==> src/rtl/f2i_pkg.sv <==
package f2i_pkg;

  typedef enum logic [2:0] {
    RM_TRUNC = 3'd0,
    RM_CEIL  = 3'd1,
    RM_FLOOR = 3'd2,
    RM_AWAY  = 3'd3,
    RM_EVEN  = 3'd4
  } round_mode_e;

  typedef struct packed {
    logic loadAlign;
    logic loadRound;
  } f2i_strobe_t;

  // Codes outside the defined set fall back to truncation
  function automatic round_mode_e decodeMode(input logic [2:0] code);
    case (code)
      3'd1:    decodeMode = RM_CEIL;
      3'd2:    decodeMode = RM_FLOOR;
      3'd3:    decodeMode = RM_AWAY;
      3'd4:    decodeMode = RM_EVEN;
      default: decodeMode = RM_TRUNC;
    endcase
  endfunction

endpackage

==> src/rtl/f2i_ctrl.sv <==
module f2i_ctrl
  import f2i_pkg::*;
(
  input  logic        clk,
  input  logic        rst_n,
  input  logic        inValid,
  output f2i_strobe_t strobe,
  output logic        outValid
);

  logic alignValid;

  always_ff @(posedge clk or negedge rst_n) begin
    if (!rst_n) begin
      alignValid <= 1'b0;
      outValid   <= 1'b0;
    end else begin
      alignValid <= inValid;
      outValid   <= alignValid;
    end
  end

  always_comb begin
    strobe.loadAlign = inValid;
    strobe.loadRound = alignValid;
  end

  // a result strobe is always backed by an operand two edges earlier
  assert_latency_R2: assert property (@(posedge clk) disable iff (!rst_n)
    outValid |-> $past(inValid, 2));

  // an operand accepted out of reset is never dropped
  assert_no_drop_R2: assert property (@(posedge clk) disable iff (!rst_n)
    ($past(inValid, 2) && $past(rst_n, 2) && $past(rst_n, 1)) |-> outValid);

endmodule

==> src/rtl/f2i_datapath.sv <==
module f2i_datapath
  import f2i_pkg::*;
#(
  parameter int EXP_W = 8,
  parameter int MAN_W = 23,
  parameter int BIAS  = 127,
  parameter int INT_W = 32
) (
  input  logic                   clk,
  input  logic                   rst_n,
  input  f2i_strobe_t            strobe,
  input  logic [EXP_W+MAN_W:0]   inFloat,
  input  logic [2:0]             inMode,
  output logic [INT_W-1:0]       outInt,
  output logic                   outInvalid,
  output logic                   outInexact
);

  localparam int FLT_W  = EXP_W + MAN_W + 1;
  localparam int FIX_W  = 2 * INT_W;
  localparam int SIG_W  = MAN_W + 1;
  localparam logic [EXP_W-1:0] LOW_EXP = EXP_W'(BIAS + MAN_W - INT_W);
  localparam logic [EXP_W-1:0] OVF_EXP = EXP_W'(BIAS + INT_W - 1);
  localparam logic [INT_W-1:0] POS_MAX = {1'b0, {(INT_W-1){1'b1}}};
  localparam logic [INT_W-1:0] NEG_MIN = {1'b1, {(INT_W-1){1'b0}}};
  localparam logic [INT_W:0]   POS_LIM = {2'b00, {(INT_W-1){1'b1}}};
  localparam logic [INT_W:0]   NEG_LIM = {2'b01, {(INT_W-1){1'b0}}};

  // ---------------- stage 1: unpack and align ----------------
  logic             signIn;
  logic [EXP_W-1:0] expIn;
  logic [MAN_W-1:0] fracIn;
  logic             isNan, isZero, isMinInt, isOvf;
  logic [EXP_W-1:0] shAmt;
  logic [FIX_W-1:0] fixWide;
  logic [INT_W-1:0] intPart;
  logic             guardBit, stickyBit;

  always_comb begin
    signIn   = inFloat[FLT_W-1];
    expIn    = inFloat[FLT_W-2 -: EXP_W];
    fracIn   = inFloat[MAN_W-1:0];
    isNan    = (expIn == '1) && (fracIn != '0);
    isZero   = (expIn == '0);
    isMinInt = signIn && (expIn == OVF_EXP) && (fracIn == '0);
    isOvf    = (expIn >= OVF_EXP) && !isNan && !isMinInt;
    shAmt    = expIn - LOW_EXP;
    fixWide  = FIX_W'({1'b1, fracIn}) << shAmt;
    if (isZero) begin
      intPart   = '0;
      guardBit  = 1'b0;
      stickyBit = 1'b0;
    end else if (expIn < LOW_EXP) begin
      // value lies well below one half: all of it is sticky
      intPart   = '0;
      guardBit  = 1'b0;
      stickyBit = 1'b1;
    end else begin
      intPart   = fixWide[FIX_W-1 -: INT_W];
      guardBit  = fixWide[INT_W-1];
      stickyBit = |fixWide[INT_W-2:0];
    end
  end

  logic             s1Sign, s1Nan, s1Ovf, s1Guard, s1Sticky;
  logic [INT_W-1:0] s1Int;
  round_mode_e      s1Mode;

  always_ff @(posedge clk or negedge rst_n) begin
    if (!rst_n) begin
      s1Sign   <= 1'b0;
      s1Nan    <= 1'b0;
      s1Ovf    <= 1'b0;
      s1Guard  <= 1'b0;
      s1Sticky <= 1'b0;
      s1Int    <= '0;
      s1Mode   <= RM_TRUNC;
    end else if (strobe.loadAlign) begin
      s1Sign   <= signIn;
      s1Nan    <= isNan;
      s1Ovf    <= isOvf;
      s1Guard  <= guardBit;
      s1Sticky <= stickyBit;
      s1Int    <= intPart;
      s1Mode   <= decodeMode(inMode);
    end
  end

  // ---------------- stage 2: round, sign, saturate ----------------
  logic             discard, incr, rangeErr;
  logic [INT_W:0]   magSum;
  logic [INT_W-1:0] resNext;
  logic             invNext, inexNext;

  always_comb begin
    discard = s1Guard || s1Sticky;
    case (s1Mode)
      RM_CEIL:  incr = !s1Sign && discard;
      RM_FLOOR: incr = s1Sign && discard;
      RM_AWAY:  incr = s1Guard;
      RM_EVEN:  incr = s1Guard && (s1Sticky || s1Int[0]);
      default:  incr = 1'b0;
    endcase
    magSum   = {1'b0, s1Int} + (INT_W+1)'(incr);
    rangeErr = s1Sign ? (magSum > NEG_LIM) : (magSum > POS_LIM);
    if (s1Nan) begin
      resNext = NEG_MIN;
      invNext = 1'b1;
    end else if (s1Ovf || rangeErr) begin
      resNext = s1Sign ? NEG_MIN : POS_MAX;
      invNext = 1'b1;
    end else begin
      resNext = s1Sign ? (~magSum[INT_W-1:0] + 1'b1) : magSum[INT_W-1:0];
      invNext = 1'b0;
    end
    inexNext = discard && !invNext;
  end

  always_ff @(posedge clk or negedge rst_n) begin
    if (!rst_n) begin
      outInt     <= '0;
      outInvalid <= 1'b0;
      outInexact <= 1'b0;
    end else if (strobe.loadRound) begin
      outInt     <= resNext;
      outInvalid <= invNext;
      outInexact <= inexNext;
    end
  end

  // zero and denormal operands align to an exact zero
  assert_zero_align_R11: assert property (@(posedge clk) disable iff (!rst_n)
    (strobe.loadAlign && expIn == '0) |=> (s1Int == '0 && !s1Guard && !s1Sticky));

  // NaN yields the most negative code and flags it
  assert_nan_R9: assert property (@(posedge clk) disable iff (!rst_n)
    (strobe.loadRound && s1Nan) |=> (outInt == NEG_MIN && outInvalid && !outInexact));

  // exponent overflow saturates toward the operand's sign
  assert_sat_R10: assert property (@(posedge clk) disable iff (!rst_n)
    (strobe.loadRound && s1Ovf && !s1Nan) |=>
      (outInvalid && outInt == ($past(s1Sign) ? NEG_MIN : POS_MAX)));

  // the inexact flag is never raised beside the invalid flag
  assert_flags_R8: assert property (@(posedge clk) disable iff (!rst_n)
    outInvalid |-> !outInexact);

  // truncation returns the aligned magnitude, only negated
  assert_trunc_R3: assert property (@(posedge clk) disable iff (!rst_n)
    (strobe.loadRound && s1Mode == RM_TRUNC && !s1Nan && !s1Ovf) |=>
      (outInt == ($past(s1Sign) ? (~$past(s1Int) + 1'b1) : $past(s1Int))));

endmodule

==> src/rtl/float_to_int_rnd.sv <==
module float_to_int_rnd
  import f2i_pkg::*;
(
  input  logic        clk,
  input  logic        rst_n,
  input  logic        inValid,
  input  logic [31:0] inFloat,
  input  logic [2:0]  inMode,
  output logic        outValid,
  output logic [31:0] outInt,
  output logic        outInvalid,
  output logic        outInexact
);

  f2i_strobe_t strobe;

  f2i_ctrl i_ctrl (
    .clk      (clk),
    .rst_n    (rst_n),
    .inValid  (inValid),
    .strobe   (strobe),
    .outValid (outValid)
  );

  f2i_datapath #(
    .EXP_W (8),
    .MAN_W (23),
    .BIAS  (127),
    .INT_W (32)
  ) i_datapath (
    .clk        (clk),
    .rst_n      (rst_n),
    .strobe     (strobe),
    .inFloat    (inFloat),
    .inMode     (inMode),
    .outInt     (outInt),
    .outInvalid (outInvalid),
    .outInexact (outInexact)
  );

endmodule

==> config.mk <==
export PLATFORM = sky130hd
export DESIGN_NAME = float_to_int_rnd
export DESIGN_NICKNAME = d
export VERILOG_FILES = /design/src/rtl/f2i_pkg.sv /design/src/rtl/f2i_ctrl.sv /design/src/rtl/f2i_datapath.sv /design/src/rtl/float_to_int_rnd.sv
export SDC_FILE = /design/constraint.sdc
export NUM_CORES = 1
export LEC_CHECK = 0
export BUFFER_PORTS_ARGS = -buffer_cell sky130_fd_sc_hd__buf_2
export CORE_MARGIN = 5
export CORE_UTILIZATION = 45
export DETAILED_ROUTE_END_ITERATION = 6
export GPL_ROUTABILITY_DRIVEN = 0
export SETUP_SLACK_MARGIN = 0.1
export SLEW_MARGIN = 20
export SYNTH_ARGS = -nofsm -noshare
export SYNTH_HDL_FRONTEND = slang
export SYNTH_HIERARCHICAL = 1
export SYNTH_SLANG_ARGS = --single-unit
==> constraint.sdc <==
create_clock -name clk -period 10.79 [get_ports clk]
set_clock_uncertainty 0.15 [all_clocks]
set_input_delay 2.158 -clock clk [delete_from_list [all_inputs] [get_ports clk]]
set_output_delay 2.158 -clock clk [all_outputs]
set_load 0.05 [all_outputs]
==> impl_metrics.csv <==
group,metric,value,unit
drt,drtPass1Iterations,5,
sta,slew_headroom,0.321,
synth,ys_warn_count,6,
final_layout,area_delta_synth_final,9.02,%
critical_path,cp_cell_sequence,"nor2_1 > a211o_1 > o21ai_0 > ha_1 > ha_1 > inv_1 > nor4_1 > xnor2_1 > a2111oi_4 > nand4_2 > o31ai_4 > nand3_2 > o221a_1",
final_layout,ff_latch_area,1900,µm²
clock_tree,clkLatencyLatePin,0.33,ns
critical_path,rrSetupSlack,4.44,ns
critical_path,slowest_stage,"dfrtp_1",
grt,track_usage,0.227,
grt,antenna_found_initial,0,
clock_tree,clock-sinks,76,
synth,netlist.area_leader.share,0.252,
clock_tree,post-cts-setup-buffers,0,
drt,viasPerCell,6.44,
sta,hold_viol,0,
drt,antenna_left,0,
critical_path,r2r_cells,13,
synth,synthesis.area,7530,µm²
clock_tree,cts_tree,"done",
final_layout,drive_above_1_share,0.170,
hold_path,hp-class,"register to register",
floorplanning,die_h,139,µm
drt,wl_met3,1410,µm
sta,rsz0062_at_grt,"no",
sta,max_freq,0.157,GHz
floorplanning,core,16500,µm²
drt,drtIter0Drc,813,
synth,ys_ff_latch,76,
critical_path,crit_top_cell,"ha_1",
synth,async_reset_ff_frac,1.00,
drt,wl_met2,10500,µm
pwr,p_leak,3.13,nW
sta,setup-tns-final,0,ns
critical_path,critPathCaptureType,"register",
clock_tree,cts_resized,0,
pwr,ir_worst_vdd,0.0780,mV
synth,synth_top_area_cell,"dfrtp_1",
placement,place.port_buffers,72,
critical_path,r2r-end,"i_datapath/outInt[31]",
drt,top_layer,"met4",
synth,synth_nets,969,
grt,grt_pass1_wl,37200,µm
hold_path,hp-start,"i_datapath/outInvalid",
critical_path,path_buf_inv,1,
synth,yosysSeqAreaShare,0.252,
synth,netlist_top_cells_area,"dfrtp_1 (25%), mux4_2 (6.3%), nand2_1 (4.4%)",
critical_path,cp_max_fo,34,
floorplanning,die_w,139,µm
synth,syn_inst,926,
critical_path,critPathKind,"register to register",
synth,synth_cell_types,85,
drt,drc,0,
drt,drt_wl_total,22600,µm
run,max-cap-violations,0,
placement,hpwl,17200,µm
critical_path,start_kind,"register",
clock_tree,cts-root-buf,"clkbuf_16",
clock_tree,cts_buffers,9,
final_layout,antenna_cells,0,
clock_tree,cts.clk_slew.worst_paths,0.07,ns
sta,worst_pin_slew,1.02,ns
sta,hold_slack,0.325,ns
drt,wl_per_cell,19.4,µm
synth,synth_enable_flop_cells,0,
sta,setup_viol,0,
sta,min_period_over_period,0.589,
synth,synth_flop_cell,"dfrtp_1",
pwr,power_density,141,nW/µm²
grt,grt_max_degree,77,
critical_path,path_delay_family,"compound AO/OA/AOI/OAI gates",
drt,drt-met1-wl,10300,µm
floorplanning,start_util,0.456,
critical_path,worst_ep_arrival_time,6.41,ns
grt,grt.overflow.total,0,
critical_path,slowest_delay,0.95,ns
final_layout,fin_nets,984,
status,status,"finished, final reports clean",
grt,grt_pass1_vias,6805,
clock_tree,clock_path_buffers,2,
synth,avgSynthCellArea,8.14,µm²
floorplanning,die-area,19400,µm²
sta,period_needed,6.35,ns
hold_path,hold_path_end,"i_datapath/outInvalid",
critical_path,cp.required,10.85,ns
final_layout,multiInputGateArea,5160,µm²
drt,via_count,7511,
final_layout,n_fill_cell,1638,
clock_tree,holdBufCountCts,0,
floorplanning,rows,47,
sta,drv_slew,0,
hold_path,hold_depth,1,
critical_path,timing.rr.start,"i_datapath/s1Sign",
floorplanning,ioPinCount,73,
clock_tree,htreeDepth,3,
-- Yosys cell counts (24+ instances only) --
master	n
nor4_1	24
a21oi_1	31
inv_1	40
nor3_1	29
nand3_1	41
nand2_1	88
dfrtp_1	76
clkbuf_1	47
nor2_1	68
o21ai_0	43
xnor2_1	37
nand4_1	30
-- placed cells by master, fill, tap and decap left out, types with 17 or more instances in the layout --
master,n
nand4_1,30
nor2_1,68
buf_2,71
o21ai_1,20
mux2i_1,17
nor3_1,29
nor4_1,24
dfrtp_1,76
o21ai_0,43
xnor2_1,35
mux4_2,21
a21oi_1,31
o22ai_1,22
nand3_1,41
inv_1,40
nand2_1,88
a211oi_1,17
-- power breakdown --
| group | leakage (nW) | internal, mW | switching (mW) |
|---|---|---|---|
| combinational | 1.98 | 0.168 | 0.346 |
| clock | 0.140 | 0.166 | 0.125 |
| sequential | 1.00 | 0.324 | 0.0315 |
| total | 3.13 | 0.658 | 0.502 |
-- logic make-up after synthesis --
family | Yosys count | synth area share
DFF | 76 | 0.252
xor gates and xnor gates | 49 | 0.0570
adders and majority gates | 5 | 0.00830
buffers and inverters | 118 | 0.0654
muxes | 51 | 0.105
AOI/OAI and AO/OA | 277 | 0.269
and+or+nand+nor | 350 | 0.243
-- worst max path at each step --
stage,startpoint,endpoint,slack (ns),cells past startpoint
after floorplan,inFloat[23],i_datapath/s1Sticky,6.07,11
after CTS,i_datapath/s1Sign,i_datapath/outInt[31],4.48,13
after detailed placement,i_datapath/s1Sign,i_datapath/outInt[31],4.49,13
after global routing,i_datapath/s1Sign,i_datapath/outInt[31],3.97,13
after global placement,i_datapath/s1Sign,i_datapath/outInt[31],4.60,13
final,i_datapath/s1Sign,i_datapath/outInt[31],4.44,13
-- metal layers --
layer | vias to the layer above | track usage
li1 | 3578 | -
met5 | - | 0
met1 | 3594 | 0.331
met4 | 0 | 0.0602
met3 | 34 | 0.0281
met2 | 305 | 0.359
-- stage by stage --
stage	cell area (µm²)	power, mW	worst slack, ns	instances	utilization
final	8210	1.16	4.44	1166	0.497
after global routing	8210	1.23	3.97	1166	0.497
after detailed placement	7920	0.872	4.49	1150	0.480
after floorplan	7530	0.749	6.07	926	-
after CTS	8210	1.17	4.48	1166	0.497
after global placement	7920	0.871	4.60	1150	0.480
-- registers in the layout, summed over array words and instances (netlist names) --
name and flops:
i_datapath/s1Nan 1, i_datapath/outInvalid 1, i_datapath/s1Sign 1, i_datapath/s1Ovf 1
i_datapath/s1Sticky 1, i_datapath/outInt 32, i_datapath/s1Int 32, i_datapath/s1Mode 3
i_ctrl/alignValid 1, i_datapath/outInexact 1, i_ctrl/outValid 1, i_datapath/s1Guard 1
-- worst register-to-register path, cell delays in order (launching register included) --
cell and delay, ns:
dfrtp_1 0.95, nor2_1 0.08, a211o_1 0.29, o21ai_0 0.28, ha_1 0.44, ha_1 0.70
inv_1 0.42, nor4_1 0.43, xnor2_1 0.26, a2111oi_4 0.48, nand4_2 0.32, o31ai_4 0.29
nand3_2 0.67, o221a_1 0.48
-- layout make-up --
cell class	count	area share
multi-input cells	732	0.628
clock inverters	6	0.00625
inverters	41	0.0187
repair buffers	81	0.0524
clock buffers	10	0.0291
flip-flops and latches	76	0.232
well taps	220	0.0335
No activity file was read; power rests on OpenSTA's default activity.
